**src/rtl/subsec_rtc_pkg.sv**
```systemverilog
package subsec_rtc_pkg;
   localparam int unsigned BYTE_W = 8;
   localparam logic [7:0] CTRL_RESET = 8'h30;
   localparam int unsigned CTRL_VALID_BIT  = 0;
   localparam int unsigned CTRL_BYPASS_BIT = 1;
   localparam int unsigned CTRL_ALMEN_BIT  = 2;
   localparam int unsigned CTRL_CKOFF_BIT  = 3;
endpackage

```
**src/rtl/rtc_counter.sv**
```systemverilog
module rtc_counter
   import subsec_rtc_pkg::*;
#(
   parameter int unsigned CNT_W  = 48,
   parameter int unsigned ADDR_W = 4
) (
   input  logic              clk,
   input  logic              rst_n,
   input  logic              tick,
   input  logic              wr_en,
   input  logic              rd_en,
   input  logic [ADDR_W-1:0] addr,
   input  logic [7:0]        wdata,
   output logic [CNT_W-1:0]  cnt_o,
   output logic [CNT_W-1:0]  snap_o
);
   localparam int unsigned NB = CNT_W / BYTE_W;

   logic [7:0]       stage_q [NB-1];
   logic [CNT_W-1:0] load_val;
   logic [CNT_W-1:0] cnt_q;
   logic [CNT_W-1:0] snap_q;
   logic             top_wr;

   assign top_wr = wr_en && (addr == ADDR_W'(NB-1));

   for (genvar i = 0; i < NB-1; i++) begin : g_stage
      always_ff @(posedge clk or negedge rst_n) begin
         if (!rst_n)                              stage_q[i] <= '0;
         else if (wr_en && addr == ADDR_W'(i))    stage_q[i] <= wdata;
      end
      assign load_val[i*BYTE_W +: BYTE_W] = stage_q[i];
   end
   assign load_val[CNT_W-1 -: BYTE_W] = wdata;

   always_ff @(posedge clk or negedge rst_n) begin
      if (!rst_n)      cnt_q <= '0;
      else if (top_wr) cnt_q <= load_val;
      else if (tick)   cnt_q <= cnt_q + 1'b1;
   end

   always_ff @(posedge clk or negedge rst_n) begin
      if (!rst_n)                             snap_q <= '0;
      else if (rd_en && addr == '0)           snap_q <= cnt_q;
   end

   assign cnt_o  = cnt_q;
   assign snap_o = snap_q;

   a_r1_advance: assert property (@(posedge clk) disable iff (!rst_n)
      (tick && !top_wr) |=> cnt_q == $past(cnt_q) + 1'b1);
   a_r2_hold: assert property (@(posedge clk) disable iff (!rst_n)
      (!tick && !top_wr) |=> $stable(cnt_q));
   a_r2_top_load: assert property (@(posedge clk) disable iff (!rst_n)
      top_wr |=> cnt_q[CNT_W-1 -: BYTE_W] == $past(wdata));
endmodule

```
**src/rtl/rtc_alarm.sv**
```systemverilog
module rtc_alarm
   import subsec_rtc_pkg::*;
#(
   parameter int unsigned CNT_W  = 48,
   parameter int unsigned FRAC_W = 16,
   parameter int unsigned ADDR_W = 4
) (
   input  logic              clk,
   input  logic              rst_n,
   input  logic              wr_en,
   input  logic [ADDR_W-1:0] addr,
   input  logic [7:0]        wdata,
   input  logic [CNT_W-1:0]  cnt_i,
   input  logic              alm_en,
   output logic [CNT_W-FRAC_W-1:0] alarm_o,
   output logic              wake_o
);
   localparam int unsigned NB    = CNT_W / BYTE_W;
   localparam int unsigned SEC_W = CNT_W - FRAC_W;
   localparam int unsigned AB    = SEC_W / BYTE_W;

   logic [7:0] alm_q [AB];
   logic       match, match_q;

   for (genvar j = 0; j < AB; j++) begin : g_alm
      always_ff @(posedge clk or negedge rst_n) begin
         if (!rst_n)                                  alm_q[j] <= '0;
         else if (wr_en && addr == ADDR_W'(NB + j))   alm_q[j] <= wdata;
      end
      assign alarm_o[j*BYTE_W +: BYTE_W] = alm_q[j];
   end

   assign match = (cnt_i[CNT_W-1:FRAC_W] == alarm_o);

   always_ff @(posedge clk or negedge rst_n) begin
      if (!rst_n) match_q <= 1'b1;
      else        match_q <= match;
   end

   assign wake_o = alm_en && match && !match_q;

   a_r5_single: assert property (@(posedge clk) disable iff (!rst_n)
      wake_o |=> !wake_o);
   a_r5_on_match: assert property (@(posedge clk) disable iff (!rst_n)
      wake_o |-> cnt_i[CNT_W-1:FRAC_W] == alarm_o);
   a_r6_gated: assert property (@(posedge clk) disable iff (!rst_n)
      !alm_en |-> !wake_o);
endmodule

```
**src/rtl/rtc_ctrl.sv**
```systemverilog
module rtc_ctrl
   import subsec_rtc_pkg::*;
#(
   parameter int unsigned ADDR_W    = 4,
   parameter int unsigned CTRL_ADDR = 10
) (
   input  logic              clk,
   input  logic              rst_n,
   input  logic              wr_en,
   input  logic [ADDR_W-1:0] addr,
   input  logic [7:0]        wdata,
   output logic [7:0]        ctrl_o
);
   logic [7:0] ctrl_q;

   always_ff @(posedge clk or negedge rst_n) begin
      if (!rst_n) ctrl_q <= CTRL_RESET;
      else if (wr_en && addr == ADDR_W'(CTRL_ADDR))
         ctrl_q <= {wdata[7:1], ctrl_q[CTRL_VALID_BIT] | wdata[0]};
   end

   assign ctrl_o = ctrl_q;

   a_r7_sticky: assert property (@(posedge clk) disable iff (!rst_n)
      ctrl_q[CTRL_VALID_BIT] |=> ctrl_q[CTRL_VALID_BIT]);
endmodule

```
**src/rtl/subsec_rtc.sv**
```systemverilog
module subsec_rtc
   import subsec_rtc_pkg::*;
#(
   parameter int unsigned CNT_W  = 48,
   parameter int unsigned FRAC_W = 16,
   parameter int unsigned ADDR_W = 4
) (
   input  logic              clk,
   input  logic              rst_n,
   input  logic              tick,
   input  logic              wr_en,
   input  logic              rd_en,
   input  logic [ADDR_W-1:0] addr,
   input  logic [7:0]        wdata,
   output logic [7:0]        rdata,
   output logic              time_valid,
   output logic              osc_bypass,
   output logic              clkout_off,
   output logic              wake_pulse
);
   localparam int unsigned NB        = CNT_W / BYTE_W;
   localparam int unsigned SEC_W     = CNT_W - FRAC_W;
   localparam int unsigned AB        = SEC_W / BYTE_W;
   localparam int unsigned CTRL_ADDR = NB + AB;

   initial begin
      if (CNT_W % BYTE_W != 0 || FRAC_W % BYTE_W != 0)
         $error("widths must be whole bytes");
      if (FRAC_W >= CNT_W)
         $error("fraction must be narrower than count");
      if (CTRL_ADDR + 1 > (1 << ADDR_W))
         $error("address space too small");
   end

   logic [CNT_W-1:0] cnt, snap;
   logic [SEC_W-1:0] alarm;
   logic [7:0]       ctrl;
   logic [7:0]       rd_next;
   logic [7:0]       rdata_q;

   rtc_counter #(.CNT_W(CNT_W), .ADDR_W(ADDR_W)) u_cnt (
      .clk(clk), .rst_n(rst_n), .tick(tick), .wr_en(wr_en), .rd_en(rd_en),
      .addr(addr), .wdata(wdata), .cnt_o(cnt), .snap_o(snap));

   rtc_ctrl #(.ADDR_W(ADDR_W), .CTRL_ADDR(CTRL_ADDR)) u_ctrl (
      .clk(clk), .rst_n(rst_n), .wr_en(wr_en), .addr(addr), .wdata(wdata),
      .ctrl_o(ctrl));

   rtc_alarm #(.CNT_W(CNT_W), .FRAC_W(FRAC_W), .ADDR_W(ADDR_W)) u_alm (
      .clk(clk), .rst_n(rst_n), .wr_en(wr_en), .addr(addr), .wdata(wdata),
      .cnt_i(cnt), .alm_en(ctrl[CTRL_ALMEN_BIT]), .alarm_o(alarm),
      .wake_o(wake_pulse));

   always_comb begin
      rd_next = '0;
      if (addr == '0) rd_next = cnt[7:0];
      for (int i = 1; i < NB; i++)
         if (addr == ADDR_W'(i)) rd_next = snap[i*BYTE_W +: BYTE_W];
      for (int j = 0; j < AB; j++)
         if (addr == ADDR_W'(NB + j)) rd_next = alarm[j*BYTE_W +: BYTE_W];
      if (addr == ADDR_W'(CTRL_ADDR)) rd_next = ctrl;
   end

   always_ff @(posedge clk or negedge rst_n) begin
      if (!rst_n)     rdata_q <= '0;
      else if (rd_en) rdata_q <= rd_next;
   end

   assign rdata      = rdata_q;
   assign time_valid = ctrl[CTRL_VALID_BIT];
   assign osc_bypass = ctrl[CTRL_BYPASS_BIT];
   assign clkout_off = ctrl[CTRL_CKOFF_BIT];

   a_r3_read_hold: assert property (@(posedge clk) disable iff (!rst_n)
      !rd_en |=> $stable(rdata_q));
   a_r8_valid_out: assert property (@(posedge clk) disable iff (!rst_n)
      time_valid |=> time_valid);
endmodule

```
**config.mk**
```make
export PLATFORM = sky130hd
export DESIGN_NAME = subsec_rtc
export DESIGN_NICKNAME = d
export VERILOG_FILES = /design/src/rtl/subsec_rtc_pkg.sv /design/src/rtl/rtc_counter.sv /design/src/rtl/rtc_alarm.sv /design/src/rtl/rtc_ctrl.sv /design/src/rtl/subsec_rtc.sv
export SDC_FILE = /design/constraint.sdc
export NUM_CORES = 1
export LEC_CHECK = 0
export BUFFER_PORTS_ARGS = -buffer_cell sky130_fd_sc_hd__buf_2
export CAP_MARGIN = 20
export CORE_MARGIN = 1.5
export CORE_UTILIZATION = 47
export DETAILED_ROUTE_END_ITERATION = 6
export PLACE_DENSITY_LB_ADDON = 0.3
export SYNTH_ARGS = -nofsm -noshare
export SYNTH_HDL_FRONTEND = slang
export SYNTH_SLANG_ARGS = --single-unit
```
**constraint.sdc**
```tcl
create_clock -name clk -period 6.5 [get_ports clk]
set_clock_uncertainty 0.1 [all_clocks]
set_input_delay 0.65 -clock clk [delete_from_list [all_inputs] [get_ports clk]]
set_output_delay 0.65 -clock clk [all_outputs]
set_load 0.1 [all_outputs]
```
==> results.txt, run 1 <==
Async SR Flop Fraction -> 100%
Worst VDD drop -> 0.151 mV
crit path DAT -> 2.85 ns
Post-CTS Resized -> 0
Skew-Pair Late Insertion Delay -> 0.43 ns
ys flop type -> dfrtp_1
die area -> 0.0196 mm²
Post-DRT Antenna Nets -> 0
Clk pwr share -> 29.9%
TritonCTS clock tree -> yes
most frequent cells in the layout -> 174 x dfrtp_1, 117 x mux2_2, 72 x nand2_1, 60 x o21ai_0, 39 x xnor2_1
min Tclk post-route -> 3.60 ns
Port Buf Inserts -> 28
final worst path period share -> 55.4%
Netlist cell types -> 52
Post-route DRC -> 3
Sink Count -> 177
Setup crit start kind -> flop
Net Count, Synth -> 818
Post-CTS Setup Repair Bufs -> 0
sequential-to-total area share from yosys stat -> 50.3%
Setup Viol. Count Final -> 0
n_diodes -> 0
vias in the first global route -> 6,247
layout cells sized above 1 -> 24.8%
CTS Buffer Depth -> 2
Die X -> 140 µm
WP data required -> 5.75 ns
GP Congestion -> 0.965
Comb pwr share -> 19.2%
Rel. slew slack -> 31.6%
yosys warns -> 0
failing checks -> DRC
Row Count -> 49
initial antenna violation count -> 0
via count -> 6,381
status -> complete, but fails checks
CTS Hold Buffers Added -> 0
syn avg cell area -> 11.0 µm²
critical setup path kind -> reg -> out
maxcap violations -> 0
worst setup margin -> 2.90 ns
Die Ht -> 140 µm
Hold Vio Cnt, Final -> 0
sequential cell fraction of total power -> 50.9%
post-detail-place hpwl -> 16,300 µm
nets -> 815
max-slew violation count -> 0
TNS Setup -> 0 ns
largest net degree at the start of global routing -> 84
CTS H-tree depth -> 4
Yosys reg bits -> 177
global route total overflow -> 0
clock slew at reported path FFs -> 0.07 ns
Ports -> 29
Leakage -> 0.00408 µW
WL final -> 24,100 µm
Area Overhead vs Synth -> 9.48%
DRT Pass-1 Iters -> 7
Min-Delay Path Class -> in -> async
DRC marker count from the first detailed-route iteration -> 707
Via density -> 6.14
starting density of the core -> 48.5%
area of the mapped netlist -> 0.00881 mm²
power per cell area -> 342 mW/mm²
CTS root buf -> clkbuf_16
Worst-Margin Slew -> 1.02 ns
core area -> 0.0181 mm²
Sw Share -> 33.5%
synthesized instance count -> 800
Psw -> 1100 µW
first-pass GRT wire length -> 37,900 µm
dpl ws -> 3.25 ns
Total GRT Usage -> 25.9%
CP max FO -> 6
Int Pwr -> 2190 µW
CTS Buf Count -> 17
unrepaired setup endpoints after global routing -> false
DR WL/cell -> 23.2 µm
fmax -> 0.278 GHz
most common library cell in the layout ignoring fill and taps -> dfrtp_1
Post-synth EDFFs -> 0
crit end category -> output port
[cell families after synthesis]
group                    Yosys count  share of synthesized area (%)
flip-flops                       177                           50.3
buffers and inverters             66                           3.01
adder cells (fa/ha/maj)            1                          0.142
AO/OA/AOI/OAI                    121                           8.51
XOR/XNOR                          74                           7.36
AND/OR/NAND/NOR                  233                           14.1
multiplexers                     128                           16.5
[cell usage after synthesis, drive strengths merged (3+ instances only)]
master | instances | area, µm²
and2 | 9 | 56.3
o22ai | 9 | 56.3
nand4 | 22 | 144
nand3 | 26 | 130
nor3 | 22 | 120
nor2 | 29 | 109
and3 | 7 | 43.8
nor2b | 7 | 43.8
nor4 | 19 | 168
or4 | 4 | 33.8
and4 | 8 | 70.1
a31oi | 3 | 18.8
buf | 12 | 61.3
dfstp | 3 | 78.8
xor2 | 35 | 307
a22oi | 3 | 22.5
mux2 | 117 | 1320
o221ai | 5 | 43.8
dfrtp | 174 | 4350
a221o | 7 | 70.1
nand2 | 72 | 270
nand2b | 3 | 18.8
clkbuf | 45 | 170
o21ai | 63 | 315
mux2i | 9 | 90.1
xnor2 | 39 | 342
a21oi | 12 | 60.1
a221oi | 4 | 35.0
inv | 9 | 33.8
[power by group through the flow]
stage / combinational [µW] / clock (µW) / sequential (µW)
2_1_floorplan: 452 / 0 / 1610
3_3_place_gp: 614 / 0 / 1680
3_5_place_dp: 631 / 0 / 1680
4_1_cts: 633 / 996 / 1670
5_1_grt: 697 / 1040 / 1700
6_report: 632 / 984 / 1680
[layout make-up]
class	count	area [µm²]
repair buffers	35	211
fillers	1595	8510
multi-input cells	557	4120
clock inverters	12	109
inverters	9	33.8
flip-flops and latches	177	4430
clock buffers	20	447
well taps	229	287
[critical path, cell delays in order, from the launching register on]
cell and delay, ns:
dfrtp_1 0.56, xor2_1 0.24, nor4_1 0.37, nand4_1 0.14
nor4_1 0.48, and3b_1 0.22, buf_2 0.42
[metrics by stage]
step	power, µW	hold WS [ns]	instance area [µm²]	util, %	std cells
after floorplan	2060	0.254	8810	-	800
after global placement	2290	0.349	9070	50.0	1006
after detailed placement	2310	0.348	9070	50.0	1006
after CTS	3300	0.189	9620	53.0	1038
after global routing	3440	0.233	9640	53.1	1039
final	3290	0.165	9640	53.1	1039
[state kept, by name, indices dropped and copies added, names as in the netlist]
name	cells
u_ctrl.ctrl_o	8
u_alm.alarm_o	32
rdata	8
u_alm.match_q	1
u_cnt.load_val	40
u_cnt.cnt_o	48
u_cnt.snap_o	40
[final timing paths]
path                                    startpoint                  to  slack (ns)  cells after the start
worst max-delay path               u_cnt.cnt_o[35]          wake_pulse        2.90                      6
worst min-delay path                         rst_n  u_cnt.load_val[30]        0.17                      1
worst max register to register      u_cnt.cnt_o[0]     u_cnt.cnt_o[38]        4.00                      6
worst min register to register  u_cnt.load_val[35]     u_cnt.cnt_o[35]        0.37                      2
max in group asynchronous                    rst_n    u_cnt.snap_o[17]        5.00                      2
min in group clk                u_cnt.load_val[35]     u_cnt.cnt_o[35]        0.37                      2
[per-layer routing]
layer  routed length (µm)  GRT usage [%]  up-vias
li1                     -              -     2856
met1                10900           36.4     3238
met2                11000           39.9      239
met3                 1590           5.71       48
met4                  606           8.75        0
met5                    0              0        -
(Power assumes the default switching activity.)
==> run 2: changes to the inputs <==
- clock period: 6.5 -> 3.1 ns (I/O delays scaled with it)
==> run 2 against run 1 <==
Effect of this change:
- the run still ends with DRC left
- power is 120% higher
- register-to-register slack got worse by 3.2 ns
- sequential power up 110%
- global-route usage up 0.55 points
- critical path depth is the same
- count of clock-buffer cells in the layout is the same
- combinational power grew 120%
- worst hold slack better by 0.021 ns
- flip-flop and latch count did not move
- first-iteration DRC count fell by 15%
- die area is the same
==> results.txt, run 2 (synthesis results as in run 1) <==
post-detail-place hpwl -> 17,200 µm (+5.5%)
Die X -> 140 µm (unchanged)
final worst path period share -> 95.2%
power per cell area -> 732 mW/mm² (+110%)
CP max FO -> 7 (+1)
core area -> 0.0181 mm² (unchanged)
DRC marker count from the first detailed-route iteration -> 599 (-15%)
number of flip-flops in the largest register -> 48 (unchanged)
Hold Vio Cnt, Final -> 0 (unchanged)
Total GRT Usage -> 26.4% (+0.55 points)
Post-route DRC -> 3 (unchanged)
WP data required -> 2.69 ns (-3.06 ns)
CTS H-tree depth -> 4 (unchanged)
min Tclk post-route -> 2.95 ns
CTS root buf -> clkbuf_16
Port Buf Inserts -> 28 (unchanged)
Skew-Pair Late Insertion Delay -> 0.43 ns (about the same)
nets -> 834 (+2.3%)
die area -> 0.0196 mm² (unchanged)
Worst-Margin Slew -> 0.924 ns (-0.0937 ns)
TritonCTS clock tree -> yes
Post-DRT Antenna Nets -> 0 (unchanged)
most frequent cells in the layout -> 174 x dfrtp_1, 117 x mux2_2, 72 x nand2_1, 60 x o21ai_0, 39 x xnor2_1
DRT Pass-1 Iters -> 7 (unchanged)
global route total overflow -> 0 (unchanged)
TNS Setup -> 0 ns (unchanged)
total power -> 7260 µW (+120%)
status -> complete, but fails checks
worst path cell trace -> xor2_1 -> nor4_1 -> nand4_1 -> nor4_2 -> and3b_1 -> buf_4
fmax -> 0.339 GHz
WP buf/inv -> 1 (unchanged)
critical setup path kind -> reg -> out
crit path DAT -> 2.54 ns (-0.31 ns)
first-pass GRT wire length -> 38,400 µm (+1.5%)
vias in the first global route -> 6,255 (+0.13%)
clock slew at reported path FFs -> 0.06 ns (about the same)
GR Util met3 -> 6.67% (+0.96 points)
failing checks -> DRC
via count -> 6,637 (+4.0%)
Min-Delay Path Class -> in -> reg
Finished Layout Cells -> 1,058 (+1.8%)
Rel. slew slack -> 37.9% (+6.3 points)
WL final -> 24,700 µm (+2.2%)
DR WL/cell -> 23.3 µm (+0.35%)
GP Congestion -> 0.931 (-3.6%)
largest net degree at the start of global routing -> 64 (-24%)
GR met2 Demand/Resource -> 39.8% (-0.13 points)
Fillers -> 1,523 (-4.5%)
unrepaired setup endpoints after global routing -> false
Leakage -> 0.00423 µW (+3.7%)
CTS Buf Count -> 17 (unchanged)
most common library cell in the layout ignoring fill and taps -> dfrtp_1
max-slew violation count -> 0 (unchanged)
Ports -> 29 (unchanged)
initial antenna violation count -> 0 (unchanged)
n_diodes -> 0 (unchanged)
Setup Viol. Count Final -> 0 (unchanged)
slowest stage cell on the critical path -> dfrtp_1
starting density of the core -> 48.5% (unchanged)
Setup crit start kind -> flop
CP delay by family, top -> simple AND/OR/NAND/NOR gates
Worst VDD drop -> 0.342 mV (+130%)
gr busiest metal -> met2
grt met1 use -> 37.4% (+1.0 points)
maxcap violations -> 0 (unchanged)
layout cells sized above 1 -> 26.7% (+1.8 points)
hold_ws -> 0.187 ns (+0.0215 ns)
Die Ht -> 140 µm (unchanged)
Area Overhead vs Synth -> 12.5%
Row Count -> 49 (unchanged)
Post-CTS Setup Repair Bufs -> 0 (unchanged)
slowest stage delay, CP -> 0.47 ns (-0.09 ns)
CTS Buffer Depth -> 2 (unchanged)
crit end category -> output port
Cells after DPL -> 1,025 (+1.9%)
Sink Count -> 177 (unchanged)
Via density -> 6.27 (+2.1%)
-- run 2: what timing repair did --
action / CTS / global route
setup endpoints to repair: 1 / 1
cloned: 0 / 0
hold buffers: 1 / 0
resized for setup: 1 / 1
hold endpoints to repair: 61 / 0
-- run 2: cell type report --
cell class                      instances  area [µm²]  share of cell area [%]
Multi-Input combinational cell        557        4130                    41.6
Inverter                                9        33.8                   0.341
Tap cell                              229         287                    2.89
Clock inverter                         12         203                    2.04
Clock buffer                           20         457                    4.61
Timing Repair Buffer                   54         372                    3.75
Sequential cell                       177        4430                    44.7
-- run 2: where the power goes --
group	internal [µW]	total (µW)	switching (µW)	leakage, µW
clock network	1480	2390	908	0.000321
logic	652	1410	758	0.00166
registers	2840	3460	619	0.00224
-- run 2: per-stage QoR --
| stage | area [µm²] | utilization [%] | worst slack, ns |
|---|---|---|---|
| after floorplan | 8810 | - | 0.526 |
| after global placement | 9230 | 50.9 | 0.403 |
| after detailed placement | 9230 | 50.9 | 0.377 |
| after CTS | 9910 | 54.6 | 0.0476 |
| after global routing | 9910 | 54.6 | 0.0236 |
| final | 9910 | 54.6 | 0.148 |
-- run 2: metal layers --
metal  vias up  part of all wire, %
li1       2911                    -
met1      3324                   44
met2       350                   45
met3        52                  8.9
met4         0                  2.7
met5         -                    0
-- run 2: final timing paths --
kind | cells past startpoint | from | slack (ns) | end
worst min register to register | 2 | u_cnt.load_val[32] | 0.37 | u_cnt.cnt_o[32]
max in group asynchronous | 3 | rst_n | 1.80 | u_cnt.snap_o[23]
worst min-delay path | 3 | tick | 0.19 | u_cnt.cnt_o[0]
min in group asynchronous | 2 | rst_n | 0.33 | u_cnt.cnt_o[37]
worst max register to register | 5 | u_cnt.cnt_o[20] | 0.77 | u_cnt.cnt_o[36]
worst max-delay path | 6 | u_cnt.cnt_o[19] | 0.15 | wake_pulse
-- run 2: worst reg2reg max path, delay by kind of cell, from the launching register on --
family	cells	cell delay [ns]
flip-flops	1	0.52
AND/OR/NAND/NOR	5	1.65
